### config.mk
export PLATFORM = sky130hd
export DESIGN_NAME = exc_vector_unit
export DESIGN_NICKNAME = d
export VERILOG_FILES = /design/src/rtl/exc_vector_unit.sv
export SDC_FILE = /design/constraint.sdc
export NUM_CORES = 1
export LEC_CHECK = 0
export BUFFER_PORTS_ARGS = -buffer_cell sky130_fd_sc_hd__buf_2
export CORE_MARGIN = 2
export CORE_UTILIZATION = 45
export DETAILED_ROUTE_END_ITERATION = 16
export PLACE_DENSITY_LB_ADDON = 0.25
export SETUP_SLACK_MARGIN = 0.4
export SLEW_MARGIN = 0
export SYNTH_ARGS = -nofsm -noshare
export SYNTH_HDL_FRONTEND = slang
export SYNTH_SLANG_ARGS = --single-unit
### constraint.sdc
create_clock -name clk -period 1 [get_ports clk]
set_clock_uncertainty 0.15 [all_clocks]
set_input_delay 0.2 -clock clk [delete_from_list [all_inputs] [get_ports clk]]
set_output_delay 0.2 -clock clk [all_outputs]
set_load 0.02 [all_outputs]
### src/rtl/exc_vector_unit.sv
module exc_vector_unit #(
  parameter logic [31:0] BOOT_BASE = 32'hBFC0_0200,
  parameter logic [31:0] RESET_PC  = 32'hBFC0_0000,
  parameter int          KW        = 5
) (
  input  logic          clk,
  input  logic          rst_n,
  input  logic          take,
  input  logic [KW-1:0] kind,
  input  logic          is_write,
  input  logic [31:0]   pc,
  input  logic          in_delay,
  input  logic          exl_in,
  input  logic          erl_in,
  input  logic          bev_in,
  input  logic          iv_in,
  input  logic [31:0]   ebase,
  input  logic [31:0]   fault_addr,
  input  logic [7:0]    asid,
  input  logic [8:0]    ctx_base,
  output logic [31:0]   vec_pc,
  output logic [31:0]   epc,
  output logic [31:0]   err_pc,
  output logic          cause_bd,
  output logic [4:0]    cause_exc,
  output logic          st_exl,
  output logic          st_erl,
  output logic          st_bev,
  output logic          st_nmi,
  output logic          st_sr,
  output logic [31:0]   badva,
  output logic [31:0]   ctx,
  output logic [31:0]   ent_hi
);
  localparam logic [KW-1:0] K_INT  = KW'(0);
  localparam logic [KW-1:0] K_MOD  = KW'(1);
  localparam logic [KW-1:0] K_MISS = KW'(2);
  localparam logic [KW-1:0] K_INV  = KW'(3);
  localparam logic [KW-1:0] K_ADR  = KW'(4);
  localparam logic [KW-1:0] K_NMI  = KW'(16);
  localparam logic [KW-1:0] K_SRST = KW'(17);

  logic [4:0]  code;
  logic [31:0] base, offs, restart;
  logic        general, nmi_like, fault;

  assign general  = kind < KW'(16);
  assign nmi_like = (kind == K_NMI) || (kind == K_SRST);
  assign fault    = (kind >= K_MOD) && (kind <= K_ADR);
  assign restart  = in_delay ? pc - 32'd4 : pc;
  assign base     = bev_in ? BOOT_BASE : {ebase[31:10], 10'b0};

  always_comb begin
    if (kind == K_INT && iv_in)         offs = 32'h200;
    else if (kind == K_MISS && !exl_in) offs = 32'h000;
    else                                offs = 32'h180;
  end

  always_comb begin
    case (kind)
      K_INT:   code = 5'd0;
      K_MOD:   code = 5'd1;
      K_MISS,
      K_INV:   code = is_write ? 5'd3 : 5'd2;
      K_ADR:   code = is_write ? 5'd5 : 5'd4;
      KW'(5):  code = 5'd6;
      KW'(6):  code = 5'd7;
      KW'(7):  code = 5'd8;
      KW'(8):  code = 5'd9;
      KW'(9):  code = 5'd10;
      KW'(10): code = 5'd11;
      KW'(11): code = 5'd12;
      KW'(12): code = 5'd13;
      KW'(13): code = 5'd15;
      KW'(14): code = 5'd23;
      KW'(15): code = 5'd24;
      default: code = cause_exc;
    endcase
  end

  always_ff @(posedge clk or negedge rst_n) begin
    if (!rst_n) begin
      vec_pc <= '0; epc <= '0; err_pc <= '0; cause_bd <= 1'b0; cause_exc <= '0;
      st_exl <= 1'b0; st_erl <= 1'b0; st_bev <= 1'b0; st_nmi <= 1'b0; st_sr <= 1'b0;
      badva <= '0; ctx <= '0; ent_hi <= '0;
    end else if (take) begin
      if (general) begin
        if (!exl_in) begin
          epc      <= restart;
          cause_bd <= in_delay;
        end
        st_exl    <= 1'b1;
        st_erl    <= erl_in;
        st_bev    <= bev_in;
        cause_exc <= code;
        vec_pc    <= base + offs;
        if (fault) begin
          badva  <= fault_addr;
          ctx    <= {ctx_base, fault_addr[31:13], 4'b0000};
          ent_hi <= {fault_addr[31:13], 5'b0, asid};
        end
      end else if (nmi_like) begin
        err_pc <= restart;
        st_exl <= exl_in;
        st_erl <= 1'b1;
        st_bev <= 1'b1;
        if (kind == K_NMI) st_nmi <= 1'b1;
        else               st_sr  <= 1'b1;
        if (!exl_in) cause_bd <= 1'b0;
        vec_pc <= RESET_PC;
      end
    end
  end
endmodule

Word-level counts from Yosys, hierarchy flattened
Cells that the tools add are included.
{"block": "op_classes", "add_sub_neg": 2, "mul": 0, "n_div": 0, "n_lt_le_gt_ge": 3, "eq_ne": 19, "n_shift": 0, "muxes": 18, "n_bitwise": 3, "n_reduce_logical": 17}
{"op": "two-way mux 32 bit", "count": 5}
{"op": "case mux 5 bit (15 select lines)", "count": 1}
{"op": "equality test 5 x 4 -> 1 bit (second input constant)", "count": 8}
{"op": "adder 32 bit", "count": 1}
{"op": "subtractor 32 x 3 -> 32 bit (second input constant)", "count": 1}
{"op": "equality test 5 x 3 -> 1 bit (second input constant)", "count": 4}
{"op": "nonzero test 15 bit", "count": 1}
{"op": "AND reduction 3 bit", "count": 4}
{"op": "AND reduction 4 bit", "count": 3}
{"op": "two-way mux 1 bit", "count": 11}
{"op": "equality test 5 x 2 -> 1 bit (second input constant)", "count": 2}
{"op": "equality test 5 bit (second input constant)", "count": 2}
{"op": "two-way mux 9 bit", "count": 1}
{"op": "equality test 5 x 1 -> 1 bit (second input constant)", "count": 1}
{"op": ">= comparator 5 x 1 -> 1 bit (second input constant)", "count": 1}
{"op": "<= comparator 5 x 3 -> 1 bit (second input constant)", "count": 1}
{"op": "zero test 5 bit", "count": 1}
{"op": "< comparator 5 bit (second input constant)", "count": 1}
{"op": "!= test 2 bit (second input constant)", "count": 2}
{"op": "logical AND 1 bit", "count": 3}
{"op": "NOT 1 bit", "count": 3}
{"op": "AND reduction 2 bit", "count": 1}
{"op": "nonzero test 2 bit", "count": 1}
{"op": "OR reduction 2 bit", "count": 1}
{"op": "2 further kinds", "count": 2}
{"block": "totals", "register_bits": 194, "latch_bits": 0, "ram_bits": 0, "romBits": 0, "inputBits": 127, "out_inout_bits": 203, "n_memories": 0}

Depth between registers and ports, before layout
Gate-level depths: netlist of the first run.
{"block": "depth", "word_depth": 6, "depth_mapped": 9}

Worst setup path before layout of the first run
Ideal clock, no wire load.
{"block": "synth_timing", "path_kind": "input-to-reg", "start": "in kind[1]", "end": "reg vec_pc[31]", "arrival_ns": 2.469, "required_time_ns": 0.717, "setup_slack_ns": -1.752, "cell_stages": 9, "path_buffers": 1, "cell_sequence": "clkbuf_1 -> or3_1 -> nor4b_1 -> ha_1 -> nand4_1 -> nor4_1 -> nand3_1 -> xnor2_1 -> a21oi_1"}
{"block": "synth_via", "elab_chain_len": 6, "word_cells_on_any_way": 14, "cone_classes": "add/sub: 1; order compare: 1; eq/ne: 3; mux: 3; reduce/logical: 6"}
{"item": "start, declared", "line": "9", "source": "input logic [KW-1:0] kind,"}
{"item": "equality test 5 x 2 -> 1 bit", "line": "55", "source": "else if (kind == K_MISS && !exl_in) offs = 32'h000;"}
{"item": "logical AND 1 bit", "line": "55"}
{"item": "two-way mux 9 bit", "line": "55"}
{"item": "two-way mux 32 bit", "line": "54", "source": "if (kind == K_INT && iv_in) offs = 32'h200;"}
{"item": "adder 32 bit", "line": "96", "source": "vec_pc <= base + offs;"}
{"item": "two-way mux 32 bit", "line": "87", "source": "if (general) begin"}
{"item": "end signal, assigned", "line": "96"}
{"item": "end, declared", "line": "21", "source": "output logic [31:0] vec_pc,"}
Parallel ways exist; a longest one is shown, timed or not.
A chain may end at the register's enable or synchronous reset.

Worst setup path in the final report of the first run
{"block": "layout_timing", "start": "in kind[2]", "end": "reg vec_pc[20]"}
Same word-level chain as after synthesis.

==> results of run 1 <==
[timing repair]
| action | in CTS | in global routing |
|---|---|---|
| pin swaps | 58 | 70 |
| endpoints found under the hold margin | 215 | 210 |
| gates cloned | 15 | 11 |
| buffers inserted | 48 | 63 |
| setup endpoints to repair | 335 | 335 |
| resized for setup | 494 | 155 |
[power breakdown]
part / internal, mW / switching [mW]
sequential: 7.34 / 1.33
combinational: 5.18 / 4.93
clock: 3.91 / 2.76
[cell type report]
type                    count  share of cell area, %
flip-flops and latches    148                   27.8
clock buffers              18                   3.10
diodes                      6                  0.109
inverters                   6                  0.217
repair buffers            539                   39.1
multi-input cells         429                   26.8
clock inverters            14                   1.18
well taps                 188                   1.70
[per-stage QoR]
step	utilization [%]	worst slack, ns	TNS [ns]
floorplan	-	-1.51	-100.91
global placement	62.4	-1.42	-139.16
detailed placement	62.4	-1.49	-142.86
CTS	82.8	-0.970	-135.35
global route	92.0	-1.19	-163.49
finish	92.0	-1.18	-157.95
[cell usage in the layout, fill, tap and decap left out, types with 16 or more instances in the layout]
cell / netlist / layout
nand2_1: 63 / 44
a21oi_1: 43 / 24
dfrtp_1: 148 / 33
nor2_1: 65 / 51
o21ai_2: 0 / 17
buf_2: 0 / 104
dfrtp_2: 0 / 115
clkbuf_16: 0 / 26
mux2_2: 52 / 46
conb_1: 1 / 16
a21oi_2: 0 / 18
buf_6: 0 / 243
buf_4: 55 / 146
o21ai_1: 1 / 26
[synthesized netlist by cell type (2+ instances only)]
cell      instances  area share (%)
nor4b_1           2            0.26
xor2_1           24             3.1
clkbuf_1         25             1.4
nand2b_1          3            0.27
mux2_2           52             8.5
buf_4            55             6.0
ha_1              2            0.36
nor2_1           65             3.6
a32o_1            2            0.29
nand3b_1          3            0.33
nand3_1          16             1.2
a22o_1            6            0.76
nor3_1           10            0.73
nand4_1           6            0.55
or4_1             4            0.44
inv_1             6            0.33
or2_2             3            0.27
nor3b_1           2            0.22
nor4_1            6            0.55
nor2b_1           4            0.36
or4_4             2            0.33
a21oi_1          43             3.1
dfrtp_1         148              54
nand2_1          63             3.4
xnor2_1          22             2.8
or3_1             3            0.27
mux2i_1           3            0.44
o32a_1            2            0.29
nand4b_1          5            0.64
o21ai_0          45             3.3
buf_1             6            0.33
[final timing paths]
kind / start / end / slack (ns) / cells past startpoint
setup / recovery: kind[2] / vec_pc[20]$_DFFE_PN0P_ / -1.18 / 11
hold / removal: rst_n / badva[4]$_DFFE_PN0P_ / -0.51 / 1
setup reg to reg: badva[5]$_DFFE_PN0P_ / badva[5]$_DFFE_PN0P_ / -0.21 / 3
hold reg to reg: st_sr$_DFFE_PN0P_ / st_sr$_DFFE_PN0P_ / 0.33 / 1
max in group asynchronous: rst_n / epc[7]$_DFFE_PN0P_ / 0.72 / 2
min in group clk: fault_addr[10] / badva[10]$_DFFE_PN0P_ / -0.15 / 2
[per-layer routing]
layer  wire length (µm)  vias up
met1              11900     3943
met4               3090        2
li1                   -     3150
met5                 13        -
met3               3360      247
met2              18500      680
[state kept, by name, indices dropped and copies added, names as in the netlist]
name / flops
badva: 31
cause_bd: 1
cause_exc: 5
ctx: 10
ent_hi: 8
epc: 32
err_pc: 32
st_bev: 1
st_erl: 1
st_exl: 1
st_nmi: 1
st_sr: 1
vec_pc: 24
[worst max-delay path, stage by stage]
cell and delay, ns:
buf_6 0.09, or3_4 0.40, nor4b_4 0.37, ha_2 0.23, nand4_1 0.11, buf_6 0.17
buf_4 0.14, nor3_4 0.13, nand3_1 0.13, xnor2_1 0.25, o21ai_1 0.10
[kinds of logic after synthesis]
| group | synth area share (%) |
|---|---|
| simple gates | 14.0 |
| flops | 53.9 |
| fa+ha+maj | 0.364 |
| mux | 8.96 |
| buf+inv | 8.14 |
| other cells | 0.0546 |
| xor+xnor | 5.86 |
| compound gates | 8.74 |
==> impl_metrics.ini, run 1 <==
[status]
status = finished with violations
violations = negative hold slack, negative setup slack

[die]
die_area_um2 = 16300
rows = 45
die_x_um = 128
die_y_um = 128
start_util_pct = 45.7
io_pins = 330
core_um2 = 15000

[sta]
setup_viol = 332
worstMarginPinSlew_ns = 0.695
drv_slew = 0
clock.fmax_ghz = 0.460
rsz0062_at_grt = true
slew_headroom_pct = 53.6
fin_crit_sh_pct = 218
hold_viol = 207
fin_ws_ns = -1.18
hold_ws_ns = -0.515
fin_crit_ns = 2.18

[synth]
ys.warnings.count = 0
syn_inst = 654
syn_area_um2 = 6870
ys_types = 47
seq_area_frac_synth_pct = 53.9
avgSynthCellArea_um2 = 10.5
synth-edff-count = 0
synth-async-reset-ratio_pct = 100
ys_ff_latch = 148
ys_dominant_reg_cell = dfrtp_1

[setup_path]
critPathMaxFanout = 4
startpoint_type = primary input
crit_path_end_kind = flip-flop
required_ns = 1.16
critPathKind = primary input to flip-flop
arrival_ns = 2.33

[clock_network]
cts_sinks = 148
cts_buffer_depth = 2
insertion_delay_ns = 0.42
clockRootBuffer = clkbuf_16
path_clk_slew_ns = 0.07
cts_tree = yes
cts_made_buffers = 17
htree_levels = 4

[placed_design]
dpl.cell_count = 1173
dpl.hpwl_mm = 15.0
placed_area_um2 = 9380
io_buffer_count = 303
gp_congestion = 0.861

[layout]
regArea_um2 = 3850
fillers = 478
layout.nets = 1270
syn2layout_area_growth_pct = 101
final_cells = 1348
multi_input_area_um2 = 3700
drive_gt1_share_pct = 76.3
fin_area_um2 = 13800

[pwr]
p_per_area_nw_per_um2 = 1840
ir_worst_vdd_uv = 1210
report.power.total_mw = 25.4
p_leak_nw = 6.40

[grt]
grt_use_total_pct = 35.1
met1_usage_pct = 39.4
globalRouteMet3Util_pct = 8.08
met2_usage_pct = 61.4
grt_pass1_wl_mm = 43.0
top_usage_layer = met2
antenna_found_initial = 6
grt_max_degree = 29
grt_overflow = 0
grt_pass1_vias = 7450

[flow_run]
drv_cap = 0

[route]
vias = 8022
drt-pass1-iter-count = 6
vias_per_cell = 5.95
drc_errors = 0
final_antenna_net_count = 0
drt_first_iter_violations = 707
routed_wl_mm = 36.9
routedWlPerCell_um = 27.4

[min_path]
hp-class = primary input to async pin
No activity file was read; power rests on OpenSTA's default activity.
==> run 2, diff against run 1 <==
--- a/config.mk
+++ b/config.mk
@@ -5,12 +5,13 @@
 export SDC_FILE = /design/constraint.sdc
 export NUM_CORES = 1
 export LEC_CHECK = 0
-export BUFFER_PORTS_ARGS = -buffer_cell sky130_fd_sc_hd__buf_2
 export CORE_MARGIN = 2
 export CORE_UTILIZATION = 45
 export DETAILED_ROUTE_END_ITERATION = 16
-export PLACE_DENSITY_LB_ADDON = 0.25
+export DONT_BUFFER_PORTS = 1
+export PLACE_DENSITY_LB_ADDON = 0.05
 export SETUP_SLACK_MARGIN = 0.4
+export SKIP_LAST_GASP = 1
 export SLEW_MARGIN = 0
 export SYNTH_ARGS = -nofsm -noshare
 export SYNTH_HDL_FRONTEND = slang
==> impl_metrics.ini, run 2 (same netlist as run 1, synthesis figures left out) <==
[status]
status = finished with violations
violations = negative hold slack, negative setup slack

[setup_path]
critPathMaxFanout = 2
arrival_ns = 1.98
crit_path_end_kind = flip-flop
required_ns = 1.15
startpoint_type = primary input
critPathKind = primary input to flip-flop

[layout]
fillers = 1075
diodes = 0
fin_area_um2 = 10600
drive_gt1_share_pct = 60.1
regArea_um2 = 3850
final_cell_mix = buf_6 (128), dfrtp_2 (116), nand2_1 (57), nor2_1 (54), mux2_2 (49)
layout.nets = 936
mostFrequentLayoutCell = buf_6
syn2layout_area_growth_pct = 53.8
final_util_pct = 70.3
multi_input_area_um2 = 3320
biggestRegsByFlops = epc x32, err_pc x32, badva x31

[placed_design]
dpl.hpwl_mm = 12.4
gp_congestion = 0.852
placed_area_um2 = 8300
io_buffer_count = 0

[die]
die_x_um = 128
rows = 45
die_y_um = 128
die_area_um2 = 16300
start_util_pct = 45.7
io_pins = 330
core_um2 = 15000

[clock_network]
cts_sinks = 148
path_clk_slew_ns = 0.06
cts_buffer_depth = 2
cts_made_buffers = 17
insertion_delay_ns = 0.43
clockRootBuffer = clkbuf_16
htree_levels = 4
cts_tree = yes

[pwr]
seqPwrFrac_pct = 39.5
clkPwrFrac_pct = 31.2
p_leak_nw = 4.50
power.internal_mw = 15.0
swShare_pct = 32.0
ir_worst_vdd_uv = 1270
combPwrFrac_pct = 29.4
switchingPower_mw = 7.05
p_per_area_nw_per_um2 = 2090

[route]
vias = 5476
drt_first_iter_violations = 330
routed_wl_mm = 20.3
vias_per_cell = 5.43
final_antenna_net_count = 0
drc_errors = 0
routedWlPerCell_um = 20.2
drt-pass1-iter-count = 4

[sta]
fin_crit_ns = 1.83
fin_crit_sh_pct = 183
setup_viol = 310
fin_ws_ns = -0.828
rsz0062_at_grt = true
hold_ws_ns = -0.682
drv_slew = 0
hold_viol = 295
clock.fmax_ghz = 0.547

[flow_run]
drv_cap = 0

[grt]
grt_overflow = 0
grt_pass1_vias = 5556
antenna_found_initial = 0
grt_pass1_wl_mm = 30.5
met2_usage_pct = 41.0
met1_usage_pct = 28.4
top_usage_layer = met2
grt_max_degree = 149
globalRouteMet3Util_pct = 9.55
grt_use_total_pct = 24.4

[min_path]
hp-class = primary input to async pin
## run 2: cell count changes in the layout (fill, tap and decap cells not counted), moves of 8 or more
| cell | before | now |
|---|---|---|
| o21ai_2 | 17 | 3 |
| nand2_1 | 44 | 57 |
| buf_4 | 146 | 46 |
| buf_2 | 104 | 0 |
| nand2_4 | 13 | 3 |
| a21oi_1 | 24 | 34 |
| o21ai_1 | 26 | 35 |
| buf_6 | 243 | 128 |
| clkbuf_16 | 26 | 18 |
| a21oi_2 | 18 | 9 |
## run 2: area by class of cell
cell class / instances / share of cell area (%)
flip-flops and latches: 148 / 36.4
multi-input cells: 428 / 31.5
repair buffers: 206 / 23.7
clock buffers: 20 / 4.32
well taps: 188 / 2.23
clock inverters: 12 / 1.68
inverters: 6 / 0.237
## run 2: path summary, 6_finish.rpt
kind	start	end	slack [ns]	cells after the start
setup / recovery	pc[10]	err_pc[17]$_DFFE_PN0P_	-0.83	5
max in group asynchronous	rst_n	err_pc[4]$_DFFE_PN0P_	1.16	0
setup reg to reg	epc[1]$_DFFE_PN0P_	epc[1]$_DFFE_PN0P_	-0.14	3
min in group clk	bev_in	vec_pc[16]$_DFFE_PN0P_	-0.28	1
hold reg to reg	err_pc[21]$_DFFE_PN0P_	err_pc[21]$_DFFE_PN0P_	0.35	2
hold / removal	rst_n	epc[14]$_DFFE_PN0P_	-0.68	0
## run 2: routing by layer
layer / vias to the layer above / part of all wire, %
met5: - / 0
met4: 0 / 2.3
met2: 228 / 52
li1: 2470 / -
met1: 2740 / 37
met3: 38 / 8.8
## run 2: stage by stage
stage / setup WS [ns] / TNS [ns] / hold WS, ns / cells / total power, mW
6_report: -0.828 / -99.49 / -0.682 / 1008 / 22.0
2_1_floorplan: -1.51 / -100.91 / -0.246 / 669 / 12.6
5_1_grt: -0.963 / -111.04 / -0.701 / 1008 / 22.9
3_5_place_dp: -1.34 / -108.18 / -0.242 / 915 / 14.0
4_1_cts: -0.868 / -104.65 / -0.694 / 984 / 21.9
3_3_place_gp: -1.30 / -106.45 / -0.242 / 915 / 13.9
## run 2: critical path, cell delays in order
cell and delay, ns:
or4_4 0.53, or4_4 0.45, or4b_4 0.51, xor2_2 0.21
o21ai_1 0.08
## run 2: repair_timing
action,CTS,global route
cloned,9,2
pin swaps,43,43
buffers inserted,28,22
gates resized for setup,178,67
endpoints found under the setup margin,335,335
endpoints found under the hold margin,295,294
## run 2: power groups by stage
stage          logic [mW]  clock network, mW  registers (mW)
3_5_place_dp         5.38                  0            8.60
3_3_place_gp         5.33                  0            8.55
4_1_cts              6.25               6.95            8.68
6_report             6.47               6.87            8.70
5_1_grt              6.85               7.18            8.84
2_1_floorplan        2.88                  0            9.67
==> run 3, diff against run 2 <==
--- a/config.mk
+++ b/config.mk
@@ -5,6 +5,7 @@
 export SDC_FILE = /design/constraint.sdc
 export NUM_CORES = 1
 export LEC_CHECK = 0
+export ABC_AREA = 1
 export CORE_MARGIN = 2
 export CORE_UTILIZATION = 45
 export DETAILED_ROUTE_END_ITERATION = 16
==> impl_metrics.ini, run 3 <==
[status]
status = finished with violations
violations = negative hold slack, negative setup slack

[synth]
synth-async-reset-ratio_pct = 100
seq_area_frac_synth_pct = 48.3
synth_most_common_cell = nand2_1
syn_inst = 999
synth_area_leaders = dfrtp_1 (48%), nand2_1 (18%), nand3_1 (7.5%), buf_4 (6.0%), nor2_1 (4.3%)
yosys.area.top_type = dfrtp_1
synth-edff-count = 0
synth_common_cells = nand2_1 (373), dfrtp_1 (148), nand3_1 (115)
ys_ff_latch = 148
synth_top_area_share_pct = 48.3
ys_types = 38
ys.warnings.count = 0
syn_area_um2 = 7670
ys_dominant_reg_cell = dfrtp_1
avgSynthCellArea_um2 = 7.68

[flow_run]
drv_cap = 0

[pwr]
report.power.total_mw = 20.9
ir_worst_vdd_uv = 1370
p_per_area_nw_per_um2 = 1730
p_leak_nw = 5.50

[route]
drt-pass1-iter-count = 6
routedWlPerCell_um = 20.7
routed_wl_mm = 28.3
drc_errors = 0
final_antenna_net_count = 0
vias = 7315
drt_first_iter_violations = 341
vias_per_cell = 5.36

[setup_path]
slowest_delay_ns = 0.18
required_ns = 1.21
arrival_ns = 1.63
slowest_stage = nor2_4
crit_chain = clkinvlp_4 > nand2_4 > nor2_4 > nand3_2 > inv_2 > ha_4 > nand3_4 > nor2_4 > buf_4 > nand2_2 > buf_4 > o21ai_0 > o211ai_1 > nand2_1
critPathMaxFanout = 5
critPathKind = primary input to flip-flop
startpoint_type = primary input
crit_path_end_kind = flip-flop

[die]
start_util_pct = 46.1
core_um2 = 16600
die_y_um = 135
die_x_um = 135
io_pins = 330
die_area_um2 = 18100
rows = 47

[layout]
diodes = 0
multi_input_area_um2 = 4430
regArea_um2 = 3880
final_util_pct = 72.6
final_cells = 1366
fin_area_um2 = 12100
syn2layout_area_growth_pct = 57.5
final_cell_mix = nand2_1 (259), dfrtp_2 (139), buf_4 (92), nand2_2 (73), nand3_1 (65)
biggestRegsByFlops = epc x32, err_pc x32, badva x31
drive_gt1_share_pct = 54.6
mostFrequentLayoutCell = nand2_1
layout.nets = 1262
fillers = 1176

[placed_design]
dpl.cell_count = 1265
dpl_worst_slack_ns = -0.908
gp_congestion = 0.929
io_buffer_count = 0
placed_area_um2 = 9140
dpl.hpwl_mm = 16.8

[sta]
hold_viol = 287
setup_viol = 310
setup-tns-final_ns = -87.43
fin_crit_sh_pct = 142
hold_ws_ns = -0.682
fin_ws_ns = -0.419
drv_slew = 0
fin_crit_ns = 1.42
clock.fmax_ghz = 0.705
rsz0062_at_grt = true

[grt]
grt_max_degree = 149
antenna_found_initial = 0
grt_pass1_vias = 7397
grt_overflow = 0
grt_use_total_pct = 29.9
grt_pass1_wl_mm = 41.5

[clock_network]
cts_sinks = 148
clockRootBuffer = clkbuf_16
cts_made_buffers = 17
htree_levels = 4
insertion_delay_ns = 0.42
cts_tree = yes
path_clk_slew_ns = 0.06
cts_buffer_depth = 2

[min_path]
hp-class = primary input to async pin
==> run 3: final timing paths <==
check,startpoint,endpoint,slack [ns],cells after the start
worst max-delay path,kind[3],vec_pc[14]$_DFFE_PN0P_,-0.42,14
worst min-delay path,rst_n,vec_pc[27]$_DFFE_PN0P_,-0.68,0
worst max register to register,vec_pc[24]$_DFFE_PN0P_,vec_pc[24]$_DFFE_PN0P_,-0.04,3
worst min register to register,st_sr$_DFFE_PN0P_,st_sr$_DFFE_PN0P_,0.35,1
max in group asynchronous,rst_n,badva[26]$_DFFE_PN0P_,1.11,0
min in group clk,pc[0],err_pc[0]$_DFFE_PN0P_,-0.27,2
==> run 3: cell type report <==
| class | count | area share, % |
|---|---|---|
| clock buffers | 19 | 3.67 |
| clock inverters | 13 | 1.30 |
| inverters | 69 | 2.73 |
| multi-input cells | 706 | 36.7 |
| flip-flops and latches | 148 | 32.1 |
| well taps | 220 | 2.28 |
| repair buffers | 190 | 21.1 |
| repair inverters | 1 | 0.135 |
==> run 3: metal layers <==
metal	vias up	part of all wire [%]	track usage [%]
li1	3374	-	-
met1	3577	37	33.3
met2	297	52	52.8
met3	67	7.6	9.83
met4	0	4.1	12.3
met5	-	0	0
==> run 3: repair_timing <==
action	CTS	global route
endpoints found under the hold margin	289	284
resized for setup	136	206
setup endpoints to repair	335	335
setup buffers	21	22
pin swaps	80	91
gates cloned	22	4
==> run 3: cell families after synthesis <==
logic type                 Yosys count  share of synthesized area [%]
and+or+nand+nor                    618                           33.8
buffers and inverters              160                           11.3
DFF                                148                           48.3
AOI/OAI and AO/OA                   55                           4.55
xor gates and xnor gates            15                           1.71
adders and majority gates            2                          0.326
other                                1                         0.0489
==> run 3: report_power, final <==
part / internal [mW] / switching (mW)
Sequential: 7.27 / 2.24
Combinational: 2.31 / 2.45
Clock: 3.98 / 2.63
Total: 13.6 / 7.31
==> run 3: critical path, delay by kind of cell <==
family	cells	cell delay, ns
AO/OA/AOI/OAI	2	0.23
adder cells (fa/ha/maj)	1	0.15
AND/OR/NAND/NOR	7	0.61
buffers and inverters	4	0.44
